--- config.mk ---
export PLATFORM = sky130hd
export DESIGN_NAME = tdm_chain_serializer
export DESIGN_NICKNAME = d
export VERILOG_FILES = /design/src/rtl/tdm_ser_pkg.sv /design/src/rtl/tdm_master_fsync.sv /design/src/rtl/tdm_slot_shifter.sv /design/src/rtl/tdm_fall_retime.sv /design/src/rtl/tdm_chain_serializer.sv
export SDC_FILE = /design/constraint.sdc
export NUM_CORES = 1
export LEC_CHECK = 0
export BUFFER_PORTS_ARGS = -buffer_cell sky130_fd_sc_hd__buf_2
export CORE_ASPECT_RATIO = 1.1
export CORE_MARGIN = 2
export CORE_UTILIZATION = 44
export CTS_BUF_LIST = sky130_fd_sc_hd__clkbuf_2
export CTS_CLUSTER_SIZE = 24
export DETAILED_ROUTE_END_ITERATION = 12
export HOLD_SLACK_MARGIN = 0.15
export PLACE_DENSITY = 0.71
export SLEW_MARGIN = 15
export SYNTH_ARGS = -nofsm -noshare
export SYNTH_HDL_FRONTEND = slang
export SYNTH_SLANG_ARGS = --single-unit
--- constraint.sdc ---
create_clock -name clk -period 1.3 [get_ports clk]
set_clock_uncertainty 0.15 [all_clocks]
set_input_delay 0.065 -clock clk [delete_from_list [all_inputs] [get_ports clk]]
set_output_delay 0.065 -clock clk [all_outputs]
set_load 0.1 [all_outputs]
--- src/rtl/tdm_ser_pkg.sv ---
// Shared constants for the chainable TDM output serializer.
// Assumes stereo slots: one left and one right sample per device.
package tdm_ser_pkg;
    localparam int unsigned DEF_SAMPLE_W  = 32;
    localparam int unsigned DEF_CHAIN_DEV = 4;

    typedef enum logic {
        SYNC_EXTERNAL = 1'b0,
        SYNC_INTERNAL = 1'b1
    } sync_src_e;
endpackage

--- src/rtl/tdm_master_fsync.sv ---
// Master frame-sync generator: divides the bit clock by FRAME_LEN and emits
// a registered pulse one clock wide at each frame boundary.
// Assumes FRAME_LEN >= 2. The counter is held cleared while disabled.
module tdm_master_fsync #(
    parameter int unsigned FRAME_LEN = 256
) (
    input  logic clk,
    input  logic rst_n,
    input  logic enable,
    output logic pulse
);
    localparam int unsigned CNT_W = $clog2(FRAME_LEN);
    localparam logic [CNT_W-1:0] LAST = CNT_W'(FRAME_LEN - 1);

    logic [CNT_W-1:0] cnt_q;

    // Count bit clocks and flag the wrap into a new frame.
    always_ff @(posedge clk) begin
        if (!rst_n || !enable) begin
            cnt_q <= '0;
            pulse <= 1'b0;
        end else begin
            cnt_q <= (cnt_q == LAST) ? '0 : cnt_q + 1'b1;
            pulse <= (cnt_q == LAST);
        end
    end


    pulse_width_chk: assert property (@(posedge clk) disable iff (!rst_n)
        pulse |=> !pulse);

    pulse_phase_chk: assert property (@(posedge clk) disable iff (!rst_n)
        pulse |-> (cnt_q == '0));
endmodule

--- src/rtl/tdm_slot_shifter.sv ---
// Slot register: loads a parallel word on load, otherwise shifts towards the
// MSB and takes in the serial input at the LSB. The load wins over the shift.
// Assumes WIDTH >= 2. The MSB is the serial output.
module tdm_slot_shifter #(
    parameter int unsigned WIDTH = 64
) (
    input  logic             clk,
    input  logic             rst_n,
    input  logic             load,
    input  logic [WIDTH-1:0] par_in,
    input  logic             ser_in,
    output logic             msb
);
    logic [WIDTH-1:0] sr_q;

    // Parallel load on frame sync, otherwise shift in the chain bit.
    always_ff @(posedge clk) begin
        if (!rst_n)
            sr_q <= '0;
        else if (load)
            sr_q <= par_in;
        else
            sr_q <= {sr_q[WIDTH-2:0], ser_in};
    end

    assign msb = sr_q[WIDTH-1];


    load_capture_chk: assert property (@(posedge clk) disable iff (!rst_n)
        load |=> (sr_q == $past(par_in)));

    shift_move_chk: assert property (@(posedge clk) disable iff (!rst_n)
        !load |=> (sr_q[WIDTH-1:1] == $past(sr_q[WIDTH-2:0])));
endmodule

--- src/rtl/tdm_fall_retime.sv ---
// Output retimer: presents the register MSB on the falling bit-clock edge so
// the downstream device samples stable data on its rising edge.
// Assumes the synchronous reset is stable around the falling edge.
module tdm_fall_retime (
    input  logic clk,
    input  logic rst_n,
    input  logic d,
    output logic q
);
    // Update the serial output on the falling edge and clear it in reset.
    always_ff @(negedge clk) begin
        if (!rst_n)
            q <= 1'b0;
        else
            q <= d;
    end


    fall_follow_chk: assert property (@(negedge clk) disable iff (!rst_n)
        1'b1 |=> (q == $past(d)));
endmodule

--- src/rtl/tdm_chain_serializer.sv ---
// Top of the chainable TDM output serializer. Chooses the frame-sync source,
// loads the stereo slot and sends it out MSB first, with the chain input
// filling the register behind it.
// Assumes clk is the shared bit clock and master_en changes only in reset.
module tdm_chain_serializer #(
    parameter int unsigned SAMPLE_W  = tdm_ser_pkg::DEF_SAMPLE_W,
    parameter int unsigned CHAIN_DEV = tdm_ser_pkg::DEF_CHAIN_DEV
) (
    input  logic                clk,
    input  logic                rst_n,
    input  logic                master_en,
    input  logic                fsync_in,
    input  logic [SAMPLE_W-1:0] left_smp,
    input  logic [SAMPLE_W-1:0] right_smp,
    input  logic                chain_in,
    output logic                ser_out,
    output logic                fsync_out
);
    import tdm_ser_pkg::*;

    localparam int unsigned SLOT_W    = 2 * SAMPLE_W;
    localparam int unsigned FRAME_LEN = SLOT_W * CHAIN_DEV;

    sync_src_e sync_src;
    logic      gen_pulse;
    logic      load;
    logic      sr_msb;

    // Pick the frame-sync source from the mode input.
    always_comb begin
        sync_src = master_en ? SYNC_INTERNAL : SYNC_EXTERNAL;
        load     = (sync_src == SYNC_INTERNAL) ? gen_pulse : fsync_in;
    end

    tdm_master_fsync #(.FRAME_LEN(FRAME_LEN)) fsync_gen_i (
        .clk   (clk),
        .rst_n (rst_n),
        .enable(master_en),
        .pulse (gen_pulse)
    );

    tdm_slot_shifter #(.WIDTH(SLOT_W)) slot_i (
        .clk   (clk),
        .rst_n (rst_n),
        .load  (load),
        .par_in({left_smp, right_smp}),
        .ser_in(chain_in),
        .msb   (sr_msb)
    );

    tdm_fall_retime out_i (
        .clk  (clk),
        .rst_n(rst_n),
        .d    (sr_msb),
        .q    (ser_out)
    );

    assign fsync_out = gen_pulse;


    slave_quiet_chk: assert property (@(posedge clk) disable iff (!rst_n)
        (!master_en && $past(!master_en)) |-> !fsync_out);

    master_load_chk: assert property (@(posedge clk) disable iff (!rst_n)
        (master_en && fsync_out) |=> (sr_msb == $past(left_smp[SAMPLE_W-1])));
endmodule

# ---- Word-level counts from Yosys, hierarchy flattened
# Cells that the tools add are included.
dict set report word_totals {
  reg_bits 74
  input_bits 69
  out_inout_bits 2
  word_cells 13
}
dict set report op_classes {
  add_sub_neg 1
  eq_ne 1
  mux 3
  reduce_logical 4
}
# cell n
set ops {}
lappend ops {{$mux W64} 1}
lappend ops {{$add A8 B1 Y8 const B} 1}
lappend ops {{$eq A8 B8 Y1 const B} 1}
lappend ops {{$logic_not A1 Y1} 2}
lappend ops {{$mux W1} 2}
lappend ops {{$reduce_or A2 Y1} 1}
lappend ops {{$logic_or A1 B1 Y1} 1}

# ---- Depth between registers and ports, before layout
# Gate-level depths: netlist of run 1.
dict set report depth {
  ltp_word 3
  mapped_depth 5
  mapped_depth_nobuf 4
}

# ---- By module
# A second synthesis of run 1 with hierarchy kept.
dict set report unflattened {
  cells_unflattened 250
  hier_area_um2 2862.7
}
# module n_inst cells_per_inst area_per_inst_um2 seq_area_each_um2
set modules_own_cells {}
lappend modules_own_cells {tdm_slot_shifter 1 206 2451.1 1281.2}
lappend modules_own_cells {tdm_master_fsync 1 40 366.6 180.2}
lappend modules_own_cells {tdm_fall_retime 1 3 30.0 20.0}
lappend modules_own_cells {tdm_chain_serializer 1 1 15.0 0.0}

==> flow_summary.toml, run 1 <==
[worst_setup_path]
crit_slowest_cell = "dfxtp_4"
crit_fanout = 1
crit_required_ns = 1.09
cp_top_family = "flip-flops"
cp-start-kind = "flip-flop"
cpPeakStageDelay_ns = 0.36
crit_buf_inv = 1
worst_ep_arrival_time_ns = 1.68
crit_chain = "buf_12"
worstSetupEndpointType = "primary output"
worst-setup-path-type = "flip-flop to primary output"

[detailed_routing]
routed_wl_mm = 9.486
drt-vias-per-instance = 4.975
drt-pass1-iter-count = 4
wl_per_cell_um = 16.61
drtIter0Drc = 126
drtAntennaViolNets = 0
route.detailed.drc = 0
route.vias.total = 2841

[run_status]
violations = "setup timing"
status = "finished, violations left"

[cells_and_area]
fin_nets = 556
diodes = 0
layout-area-overhead-vs-synth_pct = 83.62
seq_area_sq_um = 1508
multi_input_area_sq_um = 1742
fillCellCount = 350
drive_above_1_share = 0.4766

[global_route]
top_usage_layer = "met2"
grt_util_met1 = 0.2674
globalRouteMet2Util = 0.4205
grt_pass1_vias = 2754
grt_pass1_wl_mm = 12.37
grt-ovfl-total = 0
grtUsageTotal = 0.2300
gr-usage-met3 = 0.03608
antenna_found_initial = 0
grt_start_max_net_pins = 41

[worst_hold_path]
hp-class = "input pin to flip-flop"

[clock_network]
cts_sinks = 74
cts.clk_slew.worst_paths_ns = 0.23
clock_path_buffers = 2
cts_made_buffers = 9
cts_root_buf = "clkbuf_2"
cts_tree = "built"
clock_latency_ns = 0.49
htree_num_levels = 3

[timing]
worst_pin_slew_ns = 0.3312
setup_viol = 68
hold_violations = 0
setup_slack_ns = -0.5938
slew_viol_final = 0
grt_setup_unrepaired = "true"
maxSlewHeadroom = 0.7787

[synth]
synth_edf_count = 0
seq_area_frac_synth = 0.5269
synth_cells = 321
synth.distinct_cells = 24
avgSynthCellArea_sq_um = 8.758
yosysWarnings = 0
netlist_area_sq_um = 2811
syn_nets = 391
yosysMostFrequentCell = "nand2_1"
synth_seq_cells = 74
async_flop_share = 0
synthFlopType = "dfxtp_1"
yosys.area.top_type = "dfxtp_1"
synth.top_cells.by_count = "nand2_1, dfxtp_1, a21boi_1"
yosys.area.top_type_share = 0.5269
synthTopCellsByArea = "dfxtp_1, nand2_1, a21boi_1"

[floorplanning]
die_h_um = 87.84
core_sq_um = 6193
start_util = 0.4539
die_w_um = 80.22
fp-row-count = 30
ios = 71
die_area_sq_um = 7046

[placed_design]
gp_congestion = 0.7861
pre_cts_ws_ns = -0.06029
place_hpwl_mm = 3.786
portBuffers = 70

[power_and_ir_drop]
total_leakage_power_nw = 2.190
power.total_mw = 5.125
p_per_area_nw_per_um2 = 992.8
irDropWorstVdd_mv = 0.9826

[job]
maxCapViolations = 0
through the flow:
stage | utilization | setup TNS [ns] | cells | hold WS (ns) | cell area [sq um]
global placement | 0.5400 | -0.08368 | 464 | 0.1638 | 3344
global route | 0.8335 | -8.927 | 571 | 0.1620 | 5162
CTS | 0.7178 | -6.227 | 559 | 0.1618 | 4446
floorplan | - | -3.580 | 321 | 0.04982 | 2883
finish | 0.8335 | -10.07 | 571 | 0.1851 | 5162
detailed placement | 0.5400 | -0.1907 | 464 | 0.1676 | 3344
final timing paths:
check               startpoint               to  slack, ns  cells after the start
max                    out_i.q          ser_out      -0.59                      1
min               right_smp[3]   slot_i.sr_q[3]       0.19                      4
max reg2reg  fsync_gen_i.pulse  slot_i.sr_q[27]      -0.14                      5
min reg2reg     slot_i.sr_q[8]   slot_i.sr_q[9]       0.27                      2
power breakdown:
group / total [mW] / internal (mW) / switching (mW) / leakage (nW)
sequential: 2.42 / 2.36 / 0.0635 / 0.611
combinational: 0.856 / 0.502 / 0.354 / 1.47
clock: 1.85 / 1.02 / 0.823 / 0.105
total: 5.13 / 3.88 / 1.24 / 2.19
state kept, by name, indices dropped and copies added (netlist names):
name,count
slot_i.sr_q,64
fsync_gen_i.pulse,1
fsync_gen_i.cnt_q,8
out_i.q,1
per-layer routing:
layer  vias up  wire [um]
met5         -          0
met4         0        256
met3        22        401
met2        82       5123
met1      1362       3704
li1       1375          -
cell families (layout without fill, tap and decap cells):
family / count (synthesis) / in the layout / share of synthesized area
simple gates: 145 / 145 / 0.2065
flops: 74 / 74 / 0.5269
compound gates: 72 / 72 / 0.1900
buf+inv: 24 / 193 / 0.05074
xor+xnor: 3 / 3 / 0.009348
mux: 2 / 3 / 0.01202
fa+ha+maj: 1 / 1 / 0.004450
cell usage in the layout (no fill, tap or decap), drive strengths merged:
cell            n
buf            97
xnor2           1
inv             4
mux2i           1
o311ai          1
and2            1
xor2            2
o21ai           2
a21boi         64
dfxtp          74
clkinv          1
o31ai           1
ha              1
clkinvlp        1
bufinv          4
dlymetal6s4s    1
clkbuf         17
nand4           1
a21oi           4
mux2            2
nand2         131
nor4            1
or4             1
or3             2
dlygate4sd3    68
nor2            5
nand3           3
layout make-up:
cell class / instances / share of cell area
multi-input cells: 224 / 0.3374
repair buffers: 173 / 0.3136
flip-flops and latches: 74 / 0.2921
clock inverters: 7 / 0.02569
well taps: 80 / 0.01939
clock buffers: 10 / 0.009695
inverters: 3 / 0.002181
repair_timing:
item,CTS,global route
hold buffers,69,1
pin swaps,50,94
hold endpoints to repair,73,67
gates cloned,5,9
buffers inserted,5,4
resized for setup,24,144
setup endpoints to repair,22,73
(Power assumes the default switching activity.)
==> inputs of run 2 (changes only) <==
- BUFFER_PORTS_ARGS: -buffer_cell sky130_fd_sc_hd__buf_2 -> not set
- CTS_BUF_LIST: sky130_fd_sc_hd__clkbuf_2 -> sky130_fd_sc_hd__clkbuf_4 sky130_fd_sc_hd__clkbuf_8
- DONT_BUFFER_PORTS: not set -> 1
- PLACE_DENSITY: 0.71 -> not set
- clock period: 1.3 -> 2.3 ns (I/O delays scaled with it)
==> run 2 against run 1 <==
  * The flow now stops in 4_1_cts
  * Synthesized cell count unchanged
  * Area after synthesis unchanged
==> flow_summary.toml, run 2 <==
[clock_network]
clock_path_buffers = 2
cts_hold_buf = 102
cts_resized = 0
cts_made_buffers = 9
cts_setup_buffers = 0
cts_sinks = 74
htree_num_levels = 3
cts_root_buf = "clkbuf_8"

[floorplanning]
die_h_um = 87.84
fp-row-count = 30
die_w_um = 80.22
start_util = 0.4539
ios = 71

[synth]
yosysWarnings = 0
avgSynthCellArea_sq_um = 8.758
netlist_area_sq_um = 2811
syn_nets = 391
seq_area_frac_synth = 0.5269
synth_seq_cells = 74
synth.distinct_cells = 24
yosys.area.top_type = "dfxtp_1"
synth.top_cells.by_count = "nand2_1, dfxtp_1, a21boi_1"
synthTopCellsByArea = "dfxtp_1, nand2_1, a21boi_1"
synth_cells = 321
async_flop_share = 0
yosys.area.top_type_share = 0.5269
synthFlopType = "dfxtp_1"
synth_edf_count = 0
yosysMostFrequentCell = "nand2_1"

[placed_design]
portBuffers = 0
gp_congestion = 0.7808
place_hpwl_mm = 3.130

[run_status]
status = "aborted with a tool error"
stop_error = "[ERROR RSZ-0060] Max buffer count reached."
lastStage = "4_1_cts"
## run 2: logic make-up after synthesis
group / after synthesis / share of synthesized area
AOI/OAI and AO/OA: 72 / 0.1900
buffers and inverters: 24 / 0.05074
adders and majority gates: 1 / 0.004450
DFF: 74 / 0.5269
xor gates and xnor gates: 3 / 0.009348
and+or+nand+nor: 145 / 0.2065
muxes: 2 / 0.01202
## run 2: metrics by stage
step                area, sq um  cells  utilization  hold WS [ns]  worst slack [ns]
floorplan                  2813    321            -       0.09982            0.2247
global placement           2848    386       0.4598        0.1041            0.4000
detailed placement         2848    386       0.4598        0.1093            0.3986
==> inputs of run 3 (changes only) <==
- CORE_ASPECT_RATIO: 1.1 -> not set
- CORE_UTILIZATION: 44 -> 29
- CTS_BUF_LIST: sky130_fd_sc_hd__clkbuf_4 sky130_fd_sc_hd__clkbuf_8 -> not set
- CTS_CLUSTER_SIZE: 24 -> not set
- HOLD_SLACK_MARGIN: 0.15 -> not set
- PLACE_DENSITY_LB_ADDON: not set -> 0.15
==> run 3 against run 2 <==
  * The run again fails in 4_1_cts
  * Synthesized cell count unchanged
  * Area after synthesis stayed put
==> flow_summary.toml, run 3 <==
[clock_network]
clock_path_buffers = 2
cts_sinks = 74
cts_hold_buf = 102
htree_num_levels = 3
cts_resized = 0
cts_setup_buffers = 0
cts_made_buffers = 9
cts_root_buf = "clkbuf_8"

[synth]
syn_nets = 391
yosysMostFrequentCell = "nand2_1"
netlist_area_sq_um = 2811
async_flop_share = 0
avgSynthCellArea_sq_um = 8.758
yosysWarnings = 0
synth_cells = 321
synthFlopType = "dfxtp_1"
synth.distinct_cells = 24
yosys.area.top_type = "dfxtp_1"
seq_area_frac_synth = 0.5269
synth.top_cells.by_count = "nand2_1, dfxtp_1, a21boi_1"
synthTopCellsByArea = "dfxtp_1, nand2_1, a21boi_1"
yosys.area.top_type_share = 0.5269
synth_edf_count = 0
synth_seq_cells = 74

[run_status]
status = "aborted with a tool error"
lastStage = "4_1_cts"
stop_error = "[ERROR RSZ-0060] Max buffer count reached."

[floorplanning]
die_w_um = 102.5
start_util = 0.3014
ios = 71
fp-row-count = 35
die_h_um = 102.5

[placed_design]
pre_cts_ws_ns = 0.3983
gp_congestion = 0.6418
placed_cell_area_sq_um = 2914
portBuffers = 0
place_hpwl_mm = 3.329
run 3: cell counts after synthesis:
Identical to the previous run, type by type.
run 3: cell families after synthesis:
| kind of cell | synth area share |
|---|---|
| muxes | 0.01202 |
| buffers and inverters | 0.05074 |
| adders and majority gates | 0.004450 |
| xor gates and xnor gates | 0.009348 |
| and+or+nand+nor | 0.2065 |
| DFF | 0.5269 |
| AOI/OAI and AO/OA | 0.1900 |
run 3: stage by stage:
stage                     utilization  std cells
after detailed placement       0.3124        434
after global placement         0.3124        434
after floorplan                     -        321
